## src/rtl/dtmr_pkg.sv

```systemverilog
`timescale 1ns/1ps
package dtmr_pkg;

   localparam int REGS_PER_TIMER = 6;
   localparam int CTL_W          = 3;

   typedef enum logic [2:0] {
      REG_VALUE  = 3'd0,
      REG_LOAD   = 3'd1,
      REG_STAGED = 3'd2,
      REG_CTRL   = 3'd3,
      REG_RAW    = 3'd4,
      REG_MASKED = 3'd5
   } reg_idx_e;

   // bit 0 enable, bit 1 interrupt enable, bit 2 single-run
   typedef struct packed {
      logic single_run;
      logic irq_en;
      logic enable;
   } ctrl_t;

endpackage

```

## src/rtl/dtmr_decode.sv

```systemverilog
`timescale 1ns/1ps
module dtmr_decode
   import dtmr_pkg::*;
#(
   parameter int ADDR_W   = 8,
   parameter int N_TIMERS = 2,
   parameter int TSEL_W   = 1
) (
   input  logic [ADDR_W-1:0] addr_i,
   output logic              hit_o,
   output logic [TSEL_W-1:0] tsel_o,
   output reg_idx_e          ridx_o
);

   logic [31:0] word;
   logic        unused_lsb;

   assign word       = 32'(addr_i[ADDR_W-1:2]);
   assign unused_lsb = ^addr_i[1:0];

   always_comb begin
      hit_o  = 1'b0;
      tsel_o = '0;
      ridx_o = REG_VALUE;
      for (int t = 0; t < N_TIMERS; t++) begin
         if (word >= 32'(t * REGS_PER_TIMER) && word < 32'((t + 1) * REGS_PER_TIMER)) begin
            hit_o  = 1'b1;
            tsel_o = TSEL_W'(t);
            ridx_o = reg_idx_e'(3'(word - 32'(t * REGS_PER_TIMER)));
         end
      end
   end

endmodule

```

## src/rtl/dtmr_channel.sv

```systemverilog
`timescale 1ns/1ps
module dtmr_channel
   import dtmr_pkg::*;
#(
   parameter int DATA_W = 32
) (
   input  logic              clk_i,
   input  logic              rst_ni,
   input  logic              tick_en_i,
   input  logic              wr_i,
   input  reg_idx_e          ridx_i,
   input  logic [DATA_W-1:0] wdata_i,
   output logic [DATA_W-1:0] rd_word_o,
   output logic              irq_o
);

   logic [DATA_W-1:0] count_q, count_d;
   logic [DATA_W-1:0] load_q, load_d;
   logic [DATA_W-1:0] staged_q, staged_d;
   ctrl_t             ctrl_q, ctrl_d, ctrl_wr;
   logic              raw_q, raw_d;
   logic              run_q, run_d;
   logic              wr_ctrl, wr_load, wr_staged, wr_raw, expire;

   assign wr_ctrl   = wr_i && (ridx_i == REG_CTRL);
   assign wr_load   = wr_i && (ridx_i == REG_LOAD);
   assign wr_staged = wr_i && (ridx_i == REG_STAGED);
   assign wr_raw    = wr_i && (ridx_i == REG_RAW);
   assign ctrl_wr   = ctrl_t'(wdata_i[CTL_W-1:0]);
   assign expire    = run_q && tick_en_i && (count_q == '0);

   always_comb begin
      count_d  = count_q;
      load_d   = load_q;
      staged_d = staged_q;
      ctrl_d   = ctrl_q;
      raw_d    = raw_q;
      run_d    = run_q;
      // tick path
      if (run_q && tick_en_i) begin
         if (count_q == '0) begin
            if (ctrl_q.single_run) run_d = 1'b0;
            else                   count_d = load_q;
         end else begin
            count_d = count_q - 1'b1;
         end
      end
      // bus writes override the tick path
      if (wr_ctrl) begin
         ctrl_d = ctrl_wr;
         run_d  = ctrl_wr.enable;
         count_d = ctrl_wr.enable ? load_q : count_q;
      end
      if (wr_load) begin
         load_d = wdata_i;
         if (ctrl_q.enable) begin
            count_d = wdata_i;
            run_d   = 1'b1;
         end
      end
      if (wr_staged) begin
         staged_d = wdata_i;
         load_d   = wdata_i;
      end
      if (wr_raw && wdata_i[0]) raw_d = 1'b0;
      // expiry wins over a same-cycle clear
      if (expire) raw_d = 1'b1;
   end

   always_ff @(posedge clk_i) begin
      if (!rst_ni) begin
         count_q  <= '0;
         load_q   <= '0;
         staged_q <= '0;
         ctrl_q   <= '0;
         raw_q    <= 1'b0;
         run_q    <= 1'b0;
      end else begin
         count_q  <= count_d;
         load_q   <= load_d;
         staged_q <= staged_d;
         ctrl_q   <= ctrl_d;
         raw_q    <= raw_d;
         run_q    <= run_d;
      end
   end

   assign irq_o = raw_q && ctrl_q.irq_en;

   always_comb begin
      unique case (ridx_i)
         REG_VALUE:  rd_word_o = count_q;
         REG_LOAD:   rd_word_o = load_q;
         REG_STAGED: rd_word_o = staged_q;
         REG_CTRL:   rd_word_o = DATA_W'(ctrl_q);
         REG_RAW:    rd_word_o = DATA_W'(raw_q);
         REG_MASKED: rd_word_o = DATA_W'(irq_o);
         default:    rd_word_o = '0;
      endcase
   end

   AST_DEC_BY_ONE: assert property (@(posedge clk_i) disable iff (!rst_ni)
      (run_q && tick_en_i && count_q != '0 && !wr_ctrl && !wr_load) |=> (count_q == $past(count_q) - 1'b1));
   AST_IDLE_HOLDS: assert property (@(posedge clk_i) disable iff (!rst_ni)
      (!tick_en_i && !wr_ctrl && !wr_load) |=> $stable(count_q));
   AST_EXPIRE_RAISES: assert property (@(posedge clk_i) disable iff (!rst_ni)
      expire |=> raw_q);
   AST_W1C_CLEARS: assert property (@(posedge clk_i) disable iff (!rst_ni)
      (wr_raw && wdata_i[0] && !expire) |=> !raw_q);
   AST_ZERO_KEEPS: assert property (@(posedge clk_i) disable iff (!rst_ni)
      (wr_raw && !wdata_i[0] && raw_q) |=> raw_q);
   AST_SINGLE_HALT: assert property (@(posedge clk_i) disable iff (!rst_ni)
      (expire && ctrl_q.single_run && !wr_ctrl && !wr_load) |=> (count_q == '0 && !run_q));
   AST_STAGED_KEEPS: assert property (@(posedge clk_i) disable iff (!rst_ni)
      (wr_staged && !tick_en_i) |=> $stable(count_q));

endmodule

```

## src/rtl/dual_tick_timer.sv

```systemverilog
`timescale 1ns/1ps
module dual_tick_timer
   import dtmr_pkg::*;
#(
   parameter int DATA_W   = 32,
   parameter int N_TIMERS = 2,
   parameter int ADDR_W   = 8
) (
   input  logic                clk_i,
   input  logic                rst_ni,
   input  logic                tick_en_i,
   input  logic                bus_wr_i,
   input  logic [ADDR_W-1:0]   bus_addr_i,
   input  logic [DATA_W-1:0]   bus_wdata_i,
   output logic [DATA_W-1:0]   bus_rdata_o,
   output logic [N_TIMERS-1:0] irq_o
);

   localparam int TSEL_W       = (N_TIMERS > 1) ? $clog2(N_TIMERS) : 1;
   localparam int WINDOW_BYTES = N_TIMERS * REGS_PER_TIMER * 4;

   if (DATA_W < CTL_W) begin : g_chk_data
      $error("DATA_W must hold the control field");
   end
   if (N_TIMERS < 1) begin : g_chk_count
      $error("N_TIMERS must be at least 1");
   end
   if (ADDR_W < 3 || ADDR_W > 30) begin : g_chk_aw
      $error("ADDR_W out of range");
   end else if ((64'd1 << ADDR_W) < 64'(WINDOW_BYTES)) begin : g_chk_window
      $error("ADDR_W too narrow for the register window");
   end

   logic              hit;
   logic [TSEL_W-1:0] tsel;
   reg_idx_e          ridx;
   logic [DATA_W-1:0] rd_words [N_TIMERS];

   dtmr_decode #(
      .ADDR_W  (ADDR_W),
      .N_TIMERS(N_TIMERS),
      .TSEL_W  (TSEL_W)
   ) u_decode (
      .addr_i(bus_addr_i),
      .hit_o (hit),
      .tsel_o(tsel),
      .ridx_o(ridx)
   );

   for (genvar g = 0; g < N_TIMERS; g++) begin : g_timer
      logic wr_sel;
      assign wr_sel = bus_wr_i && hit && (tsel == TSEL_W'(g));

      dtmr_channel #(
         .DATA_W(DATA_W)
      ) u_channel (
         .clk_i    (clk_i),
         .rst_ni   (rst_ni),
         .tick_en_i(tick_en_i),
         .wr_i     (wr_sel),
         .ridx_i   (ridx),
         .wdata_i  (bus_wdata_i),
         .rd_word_o(rd_words[g]),
         .irq_o    (irq_o[g])
      );
   end

   assign bus_rdata_o = hit ? rd_words[tsel] : '0;

endmodule

```

## config.mk

```make
export PLATFORM = sky130hd
export DESIGN_NAME = dual_tick_timer
export DESIGN_NICKNAME = d
export VERILOG_FILES = /design/src/rtl/dtmr_pkg.sv /design/src/rtl/dtmr_decode.sv /design/src/rtl/dtmr_channel.sv /design/src/rtl/dual_tick_timer.sv
export SDC_FILE = /design/constraint.sdc
export NUM_CORES = 1
export LEC_CHECK = 0
export ABC_AREA = 1
export CAP_MARGIN = 5
export CORE_UTILIZATION = 66
export CTS_CLUSTER_SIZE = 14
export DETAILED_ROUTE_END_ITERATION = 10
export PLACE_DENSITY = 0.94
export SLEW_MARGIN = 40
export SYNTH_ARGS = -nofsm -noshare
export SYNTH_HDL_FRONTEND = slang
export SYNTH_SLANG_ARGS = --single-unit
```

## constraint.sdc

```tcl
create_clock -name clk_i -period 4.3 [get_ports clk_i]
set_clock_uncertainty 0.2 [all_clocks]
set_input_delay 0.645 -clock clk_i [delete_from_list [all_inputs] [get_ports clk_i]]
set_output_delay 0.645 -clock clk_i [all_outputs]
set_load 0.03 [all_outputs]
```

# After elaboration in Yosys (flattened, before gate mapping)
# Index checks and enable logic that the tools add are counted.
[classes]
reduce_logical = 28
addsub = 3
n_bitwise = 2
eq_ne = 5
n_lt_le_gt_ge = 5
n_mux = 45
[ops]
columns = ["cell", "count"]
rows = [
  ["$mux 32", 22],
  ["$pmux 32 s6", 2],
  ["$logic_not 32->1", 2],
  ["$sub 32x1->32 const B", 2],
  ["$logic_and 1x1->1", 21],
  ["$mux 1", 19],
  ["$reduce_bool 2->1", 4],
  ["$eq 3x2->1 const B", 2],
  ["$eq 3x3->1 const B", 2],
  ["$ge 6x1->1 const B", 1],
  ["$ge 6x3->1 const B", 1],
  ["$lt 6x3->1 const B", 1],
  ["$lt 6x4->1 const B", 1],
  ["$mux 3", 2],
  ["$eq 3x1->1 const B", 1],
  ["$logic_not 3->1", 1],
  ["$sub 3x3->3 const B", 1],
  ["$ge 2x2->1 const B", 1],
  ["$not 1->2", 1],
  ["$not 1->1", 1],
]
[totals]
output_inout_bits = 34
regBits = 202
in_bits = 44
elab_cells = 104

# Depth between registers and ports, before layout
[depth]
ltp_word = 10
mapped_depth = 15
depth_no_buf = 15

# Cells and area by module
# Synthesis repeated with hierarchy kept, for this count alone.
[hier_totals]
cells_unflattened = 2463
area_unflattened_um2 = 14295.0
[by_module_without_submodules]
columns = ["module", "area_per_inst_um2", "instances", "cells_each", "seq_area_each_um2"]
rows = [
  ["dtmr_channel (g_timer[0].u_channel)", 6777.8, 1, 1145, 2021.9],
  ["dtmr_channel (g_timer[1].u_channel)", 6741.5, 1, 1124, 2021.9],
  ["dual_tick_timer", 686.9, 1, 175, 0.0],
  ["dtmr_decode", 88.8, 1, 19, 0.0],
]

# Worst setup path after synthesis
# Ideal clock, no wire load.
[synth_path]
path_kind = "input to output"
from = "in bus_addr_i[3]"
to = "out bus_rdata_o[27]"
arrival_ns = 2.418
required_ns = 3.455
n_path_buf = 1
stages = 10
setup_slack_ns = 1.037
path_cell_list = "ha_1 nand2_1 o211ai_1 nand2_4 nor2_4 nand2_2 buf_2 o21ai_0 nor2_1 nor2_1"
[synth_between]
elab_chain_cells = 10
word_cells_on_any_way = 25
classes_between = "add/sub (1); order compare (4); eq/ne (5); mux (11); bitwise (1); reduce/logical (3)"
[synth_lines]
columns = ["item", "line", "source"]
rows = [
  ["from (decl)", "dual_tick_timer.sv:13", "input logic [ADDR_W-1:0] bus_addr_i,"],
  ["$ge 6x1->1 / $lt 6x3->1 (equally long branches)", "dtmr_decode.sv:26", "if (word >= 32'(t * REGS_PER_TIMER) && word < 32'((t + 1) * REGS_PER_TIMER)) begin"],
  ["$logic_and 1x1->1", "dtmr_decode.sv:26", ""],
  ["$mux 3 (2 in a row)", "dtmr_decode.sv:26", ""],
  ["$eq 3x3->1 (tied with other cells)", "dtmr_channel.sv:91", "unique case (ridx_i)"],
  ["$pmux 32 s6", "dtmr_channel.sv:91", ""],
  ["$mux 32 (implied by the code) (3 in a row)", "dual_tick_timer.sv:68", "assign bus_rdata_o = hit ? rd_words[tsel] : '0;"],
  ["$mux 32 *", "dual_tick_timer.sv:68", ""],
  ["to (decl)", "dual_tick_timer.sv:15", "output logic [DATA_W-1:0] bus_rdata_o,"],
]
# Every way passes the cells marked *; elsewhere a longest branch is shown, timed or not. The select of a mux whose other input is x is not followed.

# Final worst setup path
[layout_path]
from = "in bus_addr_i[3]"
to = "out bus_rdata_o[14]"
# Same word-level chain as after synthesis.

==> metrics.csv <==
metric;value;unit
unrepaired setup endpoints after global routing;false;
routed vias/inst;6.07;
crit path cell chain;clkdlybuf4s50_1, ha_1, nand2_1, o211ai_1, nand2_4, nor2_4, nand2_2, buf_12, o22ai_1, nor2_1, nor2_1, buf_4;
Peak supply drop;0.000357;V
GP Congestion;0.997;
CTS tree;built;
first-pass GRT wire length;79.3;mm
Post-Syn Area;0.0143;mm^2
Final ANT Viol Nets;0;
Synth Area in XOR/XNOR;2.15;%
layout cells sized above 1;6.45;%
Cell variety after synth;36;
Worst Tran Pin Value;0.760;ns
Synth Area in Simple Gates;40.7;%
largest net degree at the start of global routing;95;
Syn. warnings;0;
io pins;78;
Post-Syn Instances;2519;
# nets final;2559;
post-synthesis sequential area ratio;28.3;%
number of max-cap violations;0;
kind of critical path;primary input to output port;
PD cells;277;mW/mm^2
area growth from synthesis to layout;11.1;%
CORE AREA;0.0211;mm^2
Post-Synth Adder-Cell Area;0.438;%
starting density of the core;67.7;%
clk_lat worst skew;0.53;ns
top cells by area, synth;dfxtp_1, nand2_1, nor2_1;
multiplexer area fraction after synthesis;0.140;%
Avg WL per Cell;18.1;um
crit start category;primary input;
most common cell after layout, fill and taps aside;nand2_1;
largest family of logic cells by synthesized area;simple AND/OR/NAND/NOR gates;
initial antenna violation count;0;
GRT Total Usage;45.1;%
Final TNS setup;0;ns
top-area cell type share of the netlist area;28.3;%
Compound-Gate Fraction of Synth Area;18.7;%
Top cell by count, worst path;nor2_1;
crit-path max FO;25;
root buffer cell;clkbuf_16;
Row Count;53;
post-synth top area cell;dfxtp_1;
routed vias;17000;
Yosys reg bits;202;
drt first pass iters;6;
ys async rst share;0;%
Final Max Slew Viols;0;
most used flip-flop cell after synthesis;dfxtp_1;
CTS Buf Count;24;
data required time of the critical path;3.45;ns
Relative slew margins;49.4;%
Mapped Avg Cell Area;5.67;um^2
syn nets;2568;
post-DP HPWL;34.0;mm
Longest Clk Path Bufs;3;
CTS H-tree depth;1;
outcome;finished, final reports clean;
WP data arrival;3.34;ns
Max Fclk;239;MHz
Clock Pin Slew Worst Setup and Hold Paths;0.06;ns
hold buffers post-CTS;0;
final WL;50.8;mm
vias in the first global route;15400;
Die X;149;um
die height;149;um
Hold Crit Class;flip-flop to flip-flop;
Antenna diodes;0;
hold_ws;0.250;ns
min Tclk post-route;4.19;ns
global route total overflow;0;
initial DRC count;2206;
period utilization;97.4;%
Critical Path End Type;output port;
critical path's largest stage delay;0.58;ns
P_leak;7.31;nW
Clock Sinks;202;
Final Setup Violations;0;
most frequent cells in the layout;nand2_1, nor2_1, o21ai_0;
Slowest cell on crit path;clkdlybuf4s50_1;
number of synthesized flops with an enable pin;0;
Port Buf Inserts;75;
hold violation count in the final report;0;
Die ar.;0.0222;mm^2
DRC violations left;0;
[critical path: cells and delay by family]
| kind | cells | cell delay [ns] |
|---|---|---|
| buffers and inverters | 3 | 1.04 |
| AND/OR/NAND/NOR | 6 | 1.02 |
| AO/OA/AOI/OAI | 2 | 0.43 |
| adder cells (fa/ha/maj) | 1 | 0.19 |
[final cells by class]
type / count / area (um^2)
clock buffer: 34 / 729
fill: 1760 / 5220
multi-input combinational: 1990 / 8910
timing repair buffer: 116 / 1080
tap: 275 / 344
sequential: 202 / 4040
clock inverter: 9 / 101
inverter: 176 / 661
[per-layer routing]
layer	part of all wire (%)	track usage [%]
met1	38	59.6
met2	44	70.5
met3	13	8.65
met4	4.9	21.7
met5	0	0
[synthesized netlist by cell type (9+ instances only)]
master and n:
nand2_1 667, nor2_1 539, o21ai_0 362, dfxtp_1 202
inv_1 163, nand3_1 139, clkbuf_1 81, a21oi_1 61
o21ai_1 61, buf_2 56, xor2_1 35, o22ai_1 26
nand4_1 23, nor3_1 13, inv_2 12, nor2b_1 10
nand2_2 9
[worst paths after layout]
path	slack [ns]	from	endpoint	depth (start not counted)
min	0.25	g_timer[1].u_channel.staged_q[19]	g_timer[1].u_channel.staged_q[19]	2
max reg2reg	1.19	g_timer[0].u_channel.count_q[0]	g_timer[0].u_channel.count_q[8]	13
max	0.11	bus_addr_i[3]	bus_rdata_o[14]	12
min reg2reg	0.25	g_timer[1].u_channel.staged_q[19]	g_timer[1].u_channel.staged_q[19]	2
[kinds of logic (layout without fill, tap and decap cells)]
| logic type | after synthesis | count (layout) |
|---|---|---|
| buffers and inverters | 327 | 335 |
| and+or+nand+nor | 1426 | 1426 |
| AOI/OAI and AO/OA | 522 | 522 |
| DFF | 202 | 202 |
| muxes | 2 | 2 |
| adders and majority gates | 5 | 5 |
| xor gates and xnor gates | 35 | 35 |
[power breakdown]
group,leakage (nW),switching [mW],internal [mW]
sequential,1.63,0.00237,1.87
clock,0.419,0.851,1.30
combinational,5.26,0.259,0.108
[registers in the layout (all words and copies together) (netlist names)]
| register | cells |
|---|---|
| g_timer.u_channel.staged_q | 64 |
| g_timer.u_channel.run_q | 2 |
| g_timer.u_channel.load_q | 64 |
| g_timer.u_channel.count_q | 64 |
| g_timer.u_channel.ctrl_q | 6 |
| g_timer.u_channel.raw_q | 2 |
[what timing repair did]
| item | in CTS | in global routing |
|---|---|---|
| resized for setup | 0 | 2 |
| endpoints found under the setup margin | 0 | 3 |
| buffers inserted | 0 | 0 |
[stage by stage]
stage	power (mW)	area, um^2	instances	utilization [%]	worst slack (ns)
floorplan	2.10	14300	2519	-	1.04
global placement	2.26	15000	2759	71.2	0.217
detailed placement	2.26	15000	2759	71.2	0.135
CTS	4.36	15900	2802	75.2	0.119
global route	4.48	15900	2802	75.3	0.0362
finish	4.39	15900	2802	75.3	0.111
Power figures use the tool's default switching activity.
